File: config.mk
export PLATFORM = sky130hd
export DESIGN_NAME = dma_chan_engine
export DESIGN_NICKNAME = d
export VERILOG_FILES = /design/src/rtl/dma_eng_pkg.sv /design/src/rtl/dma_desc_regs.sv /design/src/rtl/dma_req_track.sv /design/src/rtl/dma_xfer_fsm.sv /design/src/rtl/dma_chan_engine.sv
export SDC_FILE = /design/constraint.sdc
export NUM_CORES = 1
export LEC_CHECK = 0
export CAP_MARGIN = 20
export CORE_AREA = 8 8 199 201
export CTS_CLUSTER_SIZE = 28
export DETAILED_ROUTE_END_ITERATION = 10
export DIE_AREA = 0 0 207 209
export GPL_ROUTABILITY_DRIVEN = 0
export GPL_TIMING_DRIVEN = 0
export HOLD_SLACK_MARGIN = 0.02
export PLACE_DENSITY = 0.73
export SYNTH_ARGS = -nofsm -noshare
export SYNTH_HDL_FRONTEND = slang
export SYNTH_SLANG_ARGS = --single-unit
File: constraint.sdc
create_clock -name clk -period 7.35 [get_ports clk]
set_input_delay 0.735 -clock clk [delete_from_list [all_inputs] [get_ports clk]]
set_output_delay 0.735 -clock clk [all_outputs]
set_load 0.01 [all_outputs]
File: src/rtl/dma_eng_pkg.sv
package dma_eng_pkg;

  typedef enum logic [1:0] {
    ST_IDLE  = 2'd0,
    ST_READ  = 2'd1,
    ST_WRITE = 2'd2
  } xfer_st_e;

  localparam logic [3:0] IDX_SRC   = 4'd0;
  localparam logic [3:0] IDX_DST   = 4'd1;
  localparam logic [3:0] IDX_STEP  = 4'd2;
  localparam logic [3:0] IDX_SIZE  = 4'd3;
  localparam logic [3:0] IDX_CHUNK = 4'd4;
  localparam logic [3:0] IDX_ITER  = 4'd5;
  localparam logic [3:0] IDX_LOAD  = 4'd6;
  localparam logic [3:0] IDX_SADJ  = 4'd7;
  localparam logic [3:0] IDX_DADJ  = 4'd8;
  localparam logic [3:0] IDX_FLAGS = 4'd9;
  localparam logic [3:0] IDX_CMD   = 4'd10;

  localparam int CMD_EN_SET   = 0;
  localparam int CMD_EN_CLR   = 1;
  localparam int CMD_DONE_CLR = 2;
  localparam int CMD_IRQ_CLR  = 3;
  localparam int CMD_ERR_CLR  = 4;

  localparam int POL_IRQ  = 0;
  localparam int POL_STOP = 1;

  // size code 3 is treated as a 32-bit access
  function automatic logic [1:0] size_clamp(input logic [1:0] code);
    return (code == 2'd3) ? 2'd2 : code;
  endfunction

endpackage

File: src/rtl/dma_desc_regs.sv
module dma_desc_regs
  import dma_eng_pkg::*;
#(
  parameter int ADDR_W = 32,
  parameter int DATA_W = 32,
  parameter int STEP_W = 16,
  parameter int CNT_W  = 16
) (
  input  logic              clk,
  input  logic              rst_n,
  input  logic              cfg_we,
  input  logic [3:0]        cfg_idx,
  input  logic [DATA_W-1:0] cfg_wdata,
  input  logic              src_adv,
  input  logic              dst_adv,
  input  logic              loop_end,
  input  logic              xfer_abort,
  output logic [ADDR_W-1:0] src_addr,
  output logic [ADDR_W-1:0] dst_addr,
  output logic [1:0]        src_sz,
  output logic [1:0]        dst_sz,
  output logic [CNT_W-1:0]  chunk,
  output logic              chan_en,
  output logic              flag_done,
  output logic              flag_irq,
  output logic              flag_err
);

  localparam int EXT_W = ADDR_W - STEP_W;

  logic [ADDR_W-1:0] src_q, src_n, dst_q, dst_n;
  logic [ADDR_W-1:0] sadj_q, sadj_n, dadj_q, dadj_n;
  logic [STEP_W-1:0] sstep_q, sstep_n, dstep_q, dstep_n;
  logic [1:0]        ssz_q, ssz_n, dsz_q, dsz_n;
  logic [CNT_W-1:0]  chunk_q, chunk_n, iter_q, iter_n, load_q, load_n;
  logic              irqen_q, irqen_n, stop_q, stop_n;
  logic              en_q, en_n, done_q, done_n, irq_q, irq_n, err_q, err_n;

  logic [ADDR_W-1:0] sstep_ext, dstep_ext;
  logic              last_iter, major;
  logic              wr_cmd;

  assign sstep_ext = {{EXT_W{sstep_q[STEP_W-1]}}, sstep_q};
  assign dstep_ext = {{EXT_W{dstep_q[STEP_W-1]}}, dstep_q};
  assign last_iter = (iter_q <= CNT_W'(1));
  assign major     = loop_end && last_iter;
  assign wr_cmd    = cfg_we && (cfg_idx == IDX_CMD);

  // next-state: hardware events first, software writes take priority
  always_comb begin
    src_n   = src_q;
    dst_n   = dst_q;
    sadj_n  = sadj_q;
    dadj_n  = dadj_q;
    sstep_n = sstep_q;
    dstep_n = dstep_q;
    ssz_n   = ssz_q;
    dsz_n   = dsz_q;
    chunk_n = chunk_q;
    iter_n  = iter_q;
    load_n  = load_q;
    irqen_n = irqen_q;
    stop_n  = stop_q;
    en_n    = en_q;
    done_n  = done_q;
    irq_n   = irq_q;
    err_n   = err_q;

    if (src_adv) src_n = src_n + sstep_ext;
    if (major)   src_n = src_n + sadj_q;
    if (dst_adv) dst_n = dst_n + dstep_ext;
    if (major)   dst_n = dst_n + dadj_q;

    if (loop_end) iter_n = last_iter ? load_q : (iter_q - CNT_W'(1));

    if (major) begin
      done_n = 1'b1;
      if (irqen_q) irq_n = 1'b1;
      if (stop_q)  en_n  = 1'b0;
    end
    if (xfer_abort) begin
      err_n = 1'b1;
      en_n  = 1'b0;
    end

    if (cfg_we) begin
      unique case (cfg_idx)
        IDX_SRC:   src_n = cfg_wdata[ADDR_W-1:0];
        IDX_DST:   dst_n = cfg_wdata[ADDR_W-1:0];
        IDX_STEP: begin
          sstep_n = cfg_wdata[STEP_W-1:0];
          dstep_n = cfg_wdata[2*STEP_W-1:STEP_W];
        end
        IDX_SIZE: begin
          ssz_n = cfg_wdata[1:0];
          dsz_n = cfg_wdata[9:8];
        end
        IDX_CHUNK: chunk_n = cfg_wdata[CNT_W-1:0];
        IDX_ITER:  iter_n  = cfg_wdata[CNT_W-1:0];
        IDX_LOAD:  load_n  = cfg_wdata[CNT_W-1:0];
        IDX_SADJ:  sadj_n  = cfg_wdata[ADDR_W-1:0];
        IDX_DADJ:  dadj_n  = cfg_wdata[ADDR_W-1:0];
        IDX_FLAGS: begin
          irqen_n = cfg_wdata[POL_IRQ];
          stop_n  = cfg_wdata[POL_STOP];
        end
        default: ;
      endcase
    end

    if (wr_cmd) begin
      if (cfg_wdata[CMD_EN_SET])   en_n   = 1'b1;
      if (cfg_wdata[CMD_EN_CLR])   en_n   = 1'b0;
      if (cfg_wdata[CMD_DONE_CLR]) done_n = 1'b0;
      if (cfg_wdata[CMD_IRQ_CLR])  irq_n  = 1'b0;
      if (cfg_wdata[CMD_ERR_CLR])  err_n  = 1'b0;
    end
  end

  // descriptor fields: loaded by software, no reset needed for function,
  // but reset keeps outputs defined
  always_ff @(posedge clk or negedge rst_n) begin
    if (!rst_n) begin
      src_q   <= '0;
      dst_q   <= '0;
      sadj_q  <= '0;
      dadj_q  <= '0;
      sstep_q <= '0;
      dstep_q <= '0;
      ssz_q   <= '0;
      dsz_q   <= '0;
      chunk_q <= '0;
      iter_q  <= '0;
      load_q  <= '0;
      irqen_q <= 1'b0;
      stop_q  <= 1'b0;
    end else begin
      src_q   <= src_n;
      dst_q   <= dst_n;
      sadj_q  <= sadj_n;
      dadj_q  <= dadj_n;
      sstep_q <= sstep_n;
      dstep_q <= dstep_n;
      ssz_q   <= ssz_n;
      dsz_q   <= dsz_n;
      chunk_q <= chunk_n;
      iter_q  <= iter_n;
      load_q  <= load_n;
      irqen_q <= irqen_n;
      stop_q  <= stop_n;
    end
  end

  always_ff @(posedge clk or negedge rst_n) begin
    if (!rst_n) begin
      en_q   <= 1'b0;
      done_q <= 1'b0;
      irq_q  <= 1'b0;
      err_q  <= 1'b0;
    end else begin
      en_q   <= en_n;
      done_q <= done_n;
      irq_q  <= irq_n;
      err_q  <= err_n;
    end
  end

  assign src_addr  = src_q;
  assign dst_addr  = dst_q;
  assign src_sz    = size_clamp(ssz_q);
  assign dst_sz    = size_clamp(dsz_q);
  assign chunk     = chunk_q;
  assign chan_en   = en_q;
  assign flag_done = done_q;
  assign flag_irq  = irq_q;
  assign flag_err  = err_q;

  // a non-final burst takes exactly one off the count
  p_iter_dec_r5: assert property (@(posedge clk) disable iff (!rst_n)
    (loop_end && (iter_q > CNT_W'(1)) && !cfg_we) |=> (iter_q == $past(iter_q) - CNT_W'(1)));

  // the final burst reloads the count
  p_reload_r6: assert property (@(posedge clk) disable iff (!rst_n)
    (loop_end && (iter_q <= CNT_W'(1)) && !cfg_we) |=> (iter_q == $past(load_q)));

  // block completion leaves done set
  p_done_set_r7: assert property (@(posedge clk) disable iff (!rst_n)
    (loop_end && (iter_q <= CNT_W'(1)) && !cfg_we) |=> done_q);

  // disable-at-end drops the enable
  p_stop_r9: assert property (@(posedge clk) disable iff (!rst_n)
    (loop_end && (iter_q <= CNT_W'(1)) && stop_q && !cfg_we) |=> !en_q);

  // an abort flags error, stops the channel, keeps count and destination
  p_abort_hold_r11: assert property (@(posedge clk) disable iff (!rst_n)
    (xfer_abort && !cfg_we) |=> (err_q && !en_q && $stable(iter_q) && $stable(dst_q)));

endmodule

File: src/rtl/dma_req_track.sv
module dma_req_track (
  input  logic clk,
  input  logic rst_n,
  input  logic dreq,
  input  logic chan_en,
  input  logic take,
  output logic pend
);

  logic pend_q, pend_n;

  always_comb begin
    if (!chan_en) pend_n = 1'b0;
    else          pend_n = (pend_q && !take) || dreq;
  end

  always_ff @(posedge clk or negedge rst_n) begin
    if (!rst_n) pend_q <= 1'b0;
    else        pend_q <= pend_n;
  end

  assign pend = pend_q;

  // pending work not yet taken survives while the channel is on
  p_pend_hold_r10: assert property (@(posedge clk) disable iff (!rst_n)
    (pend_q && !take && chan_en) |=> pend_q);

  // a disabled channel remembers nothing
  p_pend_off_r2: assert property (@(posedge clk) disable iff (!rst_n)
    !chan_en |=> !pend_q);

endmodule

File: src/rtl/dma_xfer_fsm.sv
module dma_xfer_fsm
  import dma_eng_pkg::*;
#(
  parameter int ADDR_W = 32,
  parameter int DATA_W = 32,
  parameter int CNT_W  = 16
) (
  input  logic              clk,
  input  logic              rst_n,
  input  logic              pend,
  input  logic              chan_en,
  input  logic [CNT_W-1:0]  chunk,
  input  logic [1:0]        src_sz,
  input  logic [1:0]        dst_sz,
  input  logic [ADDR_W-1:0] src_addr,
  input  logic [ADDR_W-1:0] dst_addr,
  input  logic              mem_ack,
  input  logic              mem_err,
  input  logic [DATA_W-1:0] mem_rdata,
  output logic              take,
  output logic              src_adv,
  output logic              dst_adv,
  output logic              loop_end,
  output logic              xfer_abort,
  output logic              mem_req,
  output logic              mem_we,
  output logic [ADDR_W-1:0] mem_addr,
  output logic [1:0]        mem_size,
  output logic [DATA_W-1:0] mem_wdata
);

  xfer_st_e          st_q, st_n;
  logic [CNT_W-1:0]  beat_q, beat_n, beats_raw, beats;
  logic [DATA_W-1:0] hold_q;
  logic              hold_ce;

  assign beats_raw = chunk >> src_sz;
  assign beats     = (beats_raw == '0) ? CNT_W'(1) : beats_raw;

  always_comb begin
    st_n       = st_q;
    beat_n     = beat_q;
    take       = 1'b0;
    src_adv    = 1'b0;
    dst_adv    = 1'b0;
    loop_end   = 1'b0;
    xfer_abort = 1'b0;
    hold_ce    = 1'b0;
    unique case (st_q)
      ST_IDLE: begin
        if (pend && chan_en) begin
          take   = 1'b1;
          beat_n = beats;
          st_n   = ST_READ;
        end
      end
      ST_READ: begin
        if (mem_ack) begin
          hold_ce = 1'b1;
          src_adv = 1'b1;
          st_n    = ST_WRITE;
        end
      end
      ST_WRITE: begin
        if (mem_ack) begin
          if (mem_err) begin
            xfer_abort = 1'b1;
            st_n       = ST_IDLE;
          end else begin
            dst_adv = 1'b1;
            if (beat_q <= CNT_W'(1)) begin
              loop_end = 1'b1;
              st_n     = ST_IDLE;
            end else begin
              beat_n = beat_q - CNT_W'(1);
              st_n   = ST_READ;
            end
          end
        end
      end
      default: st_n = ST_IDLE;
    endcase
  end

  always_ff @(posedge clk or negedge rst_n) begin
    if (!rst_n) begin
      st_q   <= ST_IDLE;
      beat_q <= '0;
    end else begin
      st_q   <= st_n;
      beat_q <= beat_n;
    end
  end

  always_ff @(posedge clk or negedge rst_n) begin
    if (!rst_n)       hold_q <= '0;
    else if (hold_ce) hold_q <= mem_rdata;
  end

  always_comb begin
    mem_req   = (st_q == ST_READ) || (st_q == ST_WRITE);
    mem_we    = (st_q == ST_WRITE);
    mem_addr  = mem_we ? dst_addr : src_addr;
    mem_size  = mem_we ? dst_sz : src_sz;
    mem_wdata = hold_q;
  end

  // an outstanding access keeps its address and direction
  p_req_hold_r13: assert property (@(posedge clk) disable iff (!rst_n)
    (mem_req && !mem_ack) |=> (mem_req && $stable(mem_addr) && $stable(mem_we)));

  // no burst starts without pending work on an enabled channel
  p_no_start_r2: assert property (@(posedge clk) disable iff (!rst_n)
    ((st_q == ST_IDLE) && !(pend && chan_en)) |=> (st_q == ST_IDLE));

  // a failed write returns straight to idle
  p_err_idle_r11: assert property (@(posedge clk) disable iff (!rst_n)
    ((st_q == ST_WRITE) && mem_ack && mem_err) |=> (st_q == ST_IDLE));

  // each read is followed by a write of the same beat
  p_read_then_write_r3: assert property (@(posedge clk) disable iff (!rst_n)
    ((st_q == ST_READ) && mem_ack) |=> (mem_req && mem_we));

endmodule

File: src/rtl/dma_chan_engine.sv
module dma_chan_engine
  import dma_eng_pkg::*;
#(
  parameter int ADDR_W = 32,
  parameter int DATA_W = 32,
  parameter int STEP_W = 16,
  parameter int CNT_W  = 16
) (
  input  logic              clk,
  input  logic              rst_n,
  input  logic              cfg_we,
  input  logic [3:0]        cfg_idx,
  input  logic [DATA_W-1:0] cfg_wdata,
  input  logic              dreq,
  input  logic              mem_ack,
  input  logic              mem_err,
  input  logic [DATA_W-1:0] mem_rdata,
  output logic              mem_req,
  output logic              mem_we,
  output logic [ADDR_W-1:0] mem_addr,
  output logic [1:0]        mem_size,
  output logic [DATA_W-1:0] mem_wdata,
  output logic              chan_en,
  output logic              done_o,
  output logic              irq_o,
  output logic              err_o
);

  logic [1:0]        rs_q;
  logic              rst_s;
  logic              pend, take, src_adv, dst_adv, loop_end, xfer_abort;
  logic [ADDR_W-1:0] src_addr, dst_addr;
  logic [1:0]        src_sz, dst_sz;
  logic [CNT_W-1:0]  chunk;

  // asynchronous assert, synchronous release
  always_ff @(posedge clk or negedge rst_n) begin
    if (!rst_n) rs_q <= 2'b00;
    else        rs_q <= {rs_q[0], 1'b1};
  end
  assign rst_s = rs_q[1];

  dma_desc_regs #(
    .ADDR_W(ADDR_W), .DATA_W(DATA_W), .STEP_W(STEP_W), .CNT_W(CNT_W)
  ) u_desc (
    .clk        (clk),
    .rst_n      (rst_s),
    .cfg_we     (cfg_we),
    .cfg_idx    (cfg_idx),
    .cfg_wdata  (cfg_wdata),
    .src_adv    (src_adv),
    .dst_adv    (dst_adv),
    .loop_end   (loop_end),
    .xfer_abort (xfer_abort),
    .src_addr   (src_addr),
    .dst_addr   (dst_addr),
    .src_sz     (src_sz),
    .dst_sz     (dst_sz),
    .chunk      (chunk),
    .chan_en    (chan_en),
    .flag_done  (done_o),
    .flag_irq   (irq_o),
    .flag_err   (err_o)
  );

  dma_req_track u_req (
    .clk     (clk),
    .rst_n   (rst_s),
    .dreq    (dreq),
    .chan_en (chan_en),
    .take    (take),
    .pend    (pend)
  );

  dma_xfer_fsm #(
    .ADDR_W(ADDR_W), .DATA_W(DATA_W), .CNT_W(CNT_W)
  ) u_fsm (
    .clk        (clk),
    .rst_n      (rst_s),
    .pend       (pend),
    .chan_en    (chan_en),
    .chunk      (chunk),
    .src_sz     (src_sz),
    .dst_sz     (dst_sz),
    .src_addr   (src_addr),
    .dst_addr   (dst_addr),
    .mem_ack    (mem_ack),
    .mem_err    (mem_err),
    .mem_rdata  (mem_rdata),
    .take       (take),
    .src_adv    (src_adv),
    .dst_adv    (dst_adv),
    .loop_end   (loop_end),
    .xfer_abort (xfer_abort),
    .mem_req    (mem_req),
    .mem_we     (mem_we),
    .mem_addr   (mem_addr),
    .mem_size   (mem_size),
    .mem_wdata  (mem_wdata)
  );

  // nothing is requested from memory while held in reset
  p_reset_quiet_r12: assert property (@(posedge clk) disable iff (!rst_n)
    !rst_s |-> (!mem_req && !done_o && !err_o));

endmodule

### Word level (Yosys, flattened, before mapping)

Index checks and enable logic that the tools add are counted.
Widths: inputs -> output; s select.

| cells by class | value |
|---|---|
| add/subtract/negate cells | 6 |
| $lt $le $gt $ge | 2 |
| equality and inequality tests | 19 |
| shift-type cells | 1 |
| mux-type cells | 59 |
| reductions and logical operators | 20 |

Operator list:

| kind | count |
|---|---|
| $mux 32 | 9 |
| $mux 16 | 9 |
| $add 32x32->32 | 4 |
| $le 16x1->1 const B | 2 |
| $mux 1 | 32 |
| $pmux 16 s2 | 1 |
| $sub 16x1->16 const B | 2 |
| $eq 4x3->1 const B | 4 |
| $logic_not 16->1 | 1 |
| $shr 16x2->16 | 1 |
| $mux 2 | 7 |
| $reduce_and 2->1 | 7 |
| $eq 4x4->1 const B | 3 |
| $eq 4x2->1 const B | 2 |
| $ne 2x2->1 const B | 4 |
| $eq 2x2->1 const B | 3 |
| $pmux 2 s3 | 1 |
| $reduce_and 5->1 | 1 |
| $eq 4x1->1 const B | 1 |
| $logic_and 1x1->1 | 4 |
| $logic_not 4->1 | 1 |
| $reduce_and 3->1 | 1 |
| $eq 2x1->1 const B | 1 |
| $logic_not 2->1 | 1 |
| other kinds (4) | 5 |

| word-level totals | value |
|---|---|
| register bits | 271 |
| input bits | 74 |
| output and inout bits | 72 |
| word-level logic and storage cells | 129 |

### Longest topological paths before layout

| logic depth | value |
|---|---|
| word-level depth | 11 |
| gate-level depth with buffers | 25 |
| gate-level depth less buffers | 25 |

### Cells and area by module

From an unflattened synthesis, not the netlist that was laid out.

| unflattened totals | value |
|---|---|
| cell total of the unflattened synthesis | 2030 |
| area, all modules | 19346.1 sq um |

Modules (own cells, without submodules):

| module | times used | cells an instance | area an instance (sq um) | sequential area each (sq um) |
|---|---|---|---|---|
| dma_desc_regs | 1 | 1711 | 15974.1 | 5455.2 |
| dma_xfer_fsm | 1 | 313 | 3271.9 | 1251.2 |
| dma_chan_engine | 1 | 3 | 53.8 | 50.0 |
| dma_req_track | 1 | 3 | 46.3 | 25.0 |

### Worst setup path after synthesis

OpenSTA, ideal clock, no wires.

| path | value |
|---|---|
| path kind | reg2reg |
| from | reg u_desc.src_q[0] (netlist: u_desc.src_addr[0]) |
| to | reg u_desc.src_q[31] (netlist: u_desc.src_addr[31]) |
| setup time | 0.125 ns |
| arrival time | 4.766 ns |
| data required time | 7.225 ns |
| path slack | 2.459 ns |
| cell stages (with the launch flop) | 23 |
| path buffers | 0 |
| clock period less this slack | 4.891 ns |
| path through | dfrtp_1 -> ha_1 -> fa_1 -> a21o_1 -> a21oi_1 -> o211ai_1 -> a31o_2 -> nand3_1 -> nand2_1 -> a21oi_1 -> xor2_1 -> o21ai_0 -> ha_1 -> and4_1 -> nand3_1 -> o32a_1 -> a211oi_1 -> nor3b_1 -> o21ai_0 -> xor2_1 -> nand2_1 -> xnor3_1 -> mux2_2 |

| between the ends | value |
|---|---|
| longest elaborated chain between the ends | 6 |

RTL lines:

| element | line | source |
|---|---|---|
| start, declared | dma_desc_regs.sv:31 | `logic [ADDR_W-1:0] src_q, src_n, dst_q, dst_n;` |
| start signal, assigned | dma_desc_regs.sv:138 | `src_q <= src_n;` |
| $add 32x32->32 | dma_desc_regs.sv:69 | `if (src_adv) src_n = src_n + sstep_ext;` |
| $mux 32 (*) | dma_desc_regs.sv:69 |  |
| $add 32x32->32 | dma_desc_regs.sv:70 | `if (major) src_n = src_n + sadj_q;` |
| $mux 32 (*) | dma_desc_regs.sv:70 |  |
| $mux 32 | dma_desc_regs.sv:87 | `unique case (cfg_idx)` |
| $mux 32 (*) | dma_desc_regs.sv:86 | `if (cfg_we) begin` |
| via u_desc.src_n[31] | dma_desc_regs.sv:31 |  |

Mark *: on every way through the listed nets, which the timed path passes. The rest lies on a longest branch.
A chain may end at the register's enable or synchronous reset.

### Final worst setup path

Same ends and word-level chain as after synthesis.

==> results.py <==
metrics = {
    "clocking": {
        "cts_sinks": 271,
        "clk_pin_slew_ns": 0.06,
        "cts_buffers": 34,
        "htreeDepth": 2,
        "clock_latency_ns": 0.54,
        "postCtsSetupRepairBufs": 0,
        "clockBufferDepth": 3,
        "clockRootBuffer": "clkbuf_16",
        "cts_resized": 0,
        "hold_buffers": 0,
        "cts_tree": "yes",
    },
    "timing": {
        "fin_crit_sh": 0.787,
        "finalSetupTns_ns": 0,
        "hold_slack_ns": 0.325,
        "finalHoldViolCount": 0,
        "fin_ws_ns": 1.56,
        "max_freq_mhz": 173,
        "finalSetupViolations": 0,
        "min_period_ns": 5.79,
        "finClkSkew_ns": 0.0149,
        "slew_headroom": 0.280,
        "grt_setup_unrepaired": "no",
        "drv_slew": 0,
        "worst_pin_slew_ns": 1.07,
    },
    "critical_path": {
        "cp.required_ns": 7.78,
        "critPathKind": "reg -> reg",
        "crit_buf_inv": 0,
        "cp_max_fo": 5,
        "cp_top_family": "compound AO/OA/AOI/OAI gates",
        "r2r_start": "u_desc.src_addr[0]",
        "max_stage_delay_ns": 0.44,
        "startpoint": "u_desc.src_addr[0]",
        "crit_chain": "ha_1, fa_1, a21o_1, a21oi_1, o211ai_1, a31o_2, nand3_1, nand2_1, a21oi_1, xor2_1, o21ai_0, ha_1, and4_1, nand3_1, o32a_1, a211oi_1, nor3b_1, o21ai_0, xor2_1, nand2_1, xnor3_1, mux2_2",
        "slowest_stage": "ha_1",
        "end_kind": "flop",
        "critPathArrivalTime_ns": 6.22,
        "start_kind": "flop",
    },
    "floorplanning": {
        "ioPinCount": 146,
        "row_count": 70,
        "die-area_um2": 43300,
        "die_x_um": 207,
        "core_area_um2": 36300,
        "die_h_um": 209,
        "start_util": 0.532,
    },
    "cells_and_area": {
        "layout-drive-gt1-share": 0.126,
        "seqCellArea_um2": 6790,
        "fillers": 3082,
        "syn2layout_area_growth_pct": 16.1,
        "diodes": 0,
        "nNetsFinal": 2507,
        "multi_input_area_um2": 12000,
        "instances_no_fill": 2775,
    },
    "route": {
        "avgViaCountPerCell": 6.26,
        "dr_total_vias": 17373,
        "drc": 0,
        "ant_nets": 0,
        "routed_wirelength_mm": 61.8,
        "drt-initial-drc-count": 1714,
        "wl_per_cell_um": 22.3,
        "first_pass_iters": 6,
    },
    "global_route": {
        "grt_pass1_vias": 17282,
        "track_usage": 0.279,
        "overflow": 0,
        "grt_pass1_wl_mm": 96.5,
        "grt_max_degree": 70,
        "antenna_found_initial": 1,
    },
    "power_and_ir_drop": {
        "total_leakage_power_uw": 0.00991,
        "power.density_nw_per_um2": 449,
        "max-vdd-ir-drop_mv": 0.234,
        "power_uw": 10100,
    },
    "placement": {
        "dp_hpwl_mm": 46.6,
        "post-place-ws_ns": 1.46,
        "io_buffers": 137,
        "dp.cells": 2718,
    },
    "yosys": {
        "synth_warnings": 0,
        "synth.net_count": 2330,
        "synthMuxAreaShare": 0.133,
        "synthCells": 2109,
        "synthTopCellsByCount": "dfrtp_1, nand2_1, mux2_2",
        "yosysMostFrequentCell": "dfrtp_1",
        "async_flop_share": 1.00,
        "synth_edf_count": 0,
        "yosys.area.top_type": "dfrtp_1",
        "yosys-top-cells-area": "dfrtp_1, mux2_2, ha_1, nand2_1, a21oi_1",
        "yosysSeqAreaShare": 0.351,
        "synthAdderAreaFrac": 0.0969,
        "synth_top_area_share": 0.351,
        "yosys_most_used_dff": "dfrtp_1",
        "synth_xor_area_frac": 0.0497,
        "synth_cell_types": 80,
        "syn_area_per_cell_um2": 9.15,
        "synth-compound-area-share": 0.205,
        "synthSimpleGateAreaFrac": 0.138,
        "ys_seq_elements": 271,
        "netlist_area_um2": 19300,
        "synth_top_family_by_area": "compound AO/OA/AOI/OAI gates",
    },
    "run": {
        "cap_viol_max_count": 0,
    },
    "hold_path": {
        "hold_class": "reg -> async",
    },
    "status": {
        "status": "completed",
    },
}
==> through the flow <==
step / util / instance area (um^2)
3_3_place_gp: 0.586 / 21300
4_1_cts: 0.618 / 22400
2_1_floorplan: - / 19300
6_report: 0.618 / 22400
5_1_grt: 0.618 / 22400
3_5_place_dp: 0.589 / 21400
==> final cells by class <==
type / instances / area share
Sequential cell: 271 / 0.303
Clock buffer: 53 / 0.0452
Inverter: 38 / 0.00637
Timing Repair Buffer: 141 / 0.0658
Tap cell: 468 / 0.0261
Clock inverter: 4 / 0.00117
Buffer: 93 / 0.0165
Multi-Input combinational cell: 1707 / 0.536
==> layer usage <==
layer	global-route usage	vias to the layer above	share of wire
met5	0	-	0.00021
met4	0.158	2	0.057
met3	0.0546	190	0.083
met2	0.442	778	0.45
met1	0.355	8328	0.41
li1	-	8075	-
==> power breakdown <==
part | switching, uW | internal (uW)
logic | 3250 | 2700
clock network | 662 | 943
registers | 497 | 2010
total | 4410 | 5650
==> registers in the layout, summed over array words and instances (netlist names), 2 cells and up <==
signal,count
u_desc.dstep_q,16
rs_q,2
u_fsm.st_q,2
u_desc.sadj_q,32
u_fsm.mem_wdata,32
u_desc.dadj_q,32
u_desc.dst_addr,32
u_desc.dsz_q,2
u_desc.ssz_q,2
u_desc.load_q,16
u_desc.iter_q,16
u_desc.sstep_q,16
u_desc.src_addr,32
u_desc.chunk,16
u_fsm.beat_q,16
==> cells in the final DEF (no fill, tap or decap), types with 39 or more instances in the layout <==
master / synthesis / final
dfrtp_1: 271 / 270
xnor2_1: 61 / 61
clkbuf_1: 73 / 84
mux2_2: 206 / 206
xor2_1: 46 / 46
o21ai_0: 167 / 167
nor2_1: 154 / 154
a21oi_1: 170 / 170
a21o_1: 66 / 66
a31oi_1: 39 / 39
ha_1: 143 / 143
nand3_1: 50 / 50
nand2_1: 238 / 238
clkdlybuf4s50_1: 0 / 137
==> worst paths after layout <==
| kind | slack [ns] | depth (start not counted) | end |
|---|---|---|---|
| worst max register to register | 1.56 | 22 | u_desc.src_addr[31] |
| worst min register to register | 0.32 | 0 | u_desc.src_addr[30] |
| worst min-delay path | 0.32 | 0 | u_desc.src_addr[30] |
| max in group asynchronous | 5.97 | 2 | u_fsm.beat_q[6] |
| min in group clk | 0.35 | 0 | rs_q[1] |
| worst max-delay path | 1.56 | 22 | u_desc.src_addr[31] |
==> logic make-up after synthesis <==
group | after synthesis
adder cells (fa/ha/maj) | 147
XOR/XNOR | 108
AO/OA/AOI/OAI | 630
AND/OR/NAND/NOR | 591
flip-flops | 271
multiplexers | 230
other | 1
buffers and inverters | 131
No activity file was read; power rests on OpenSTA's default activity.
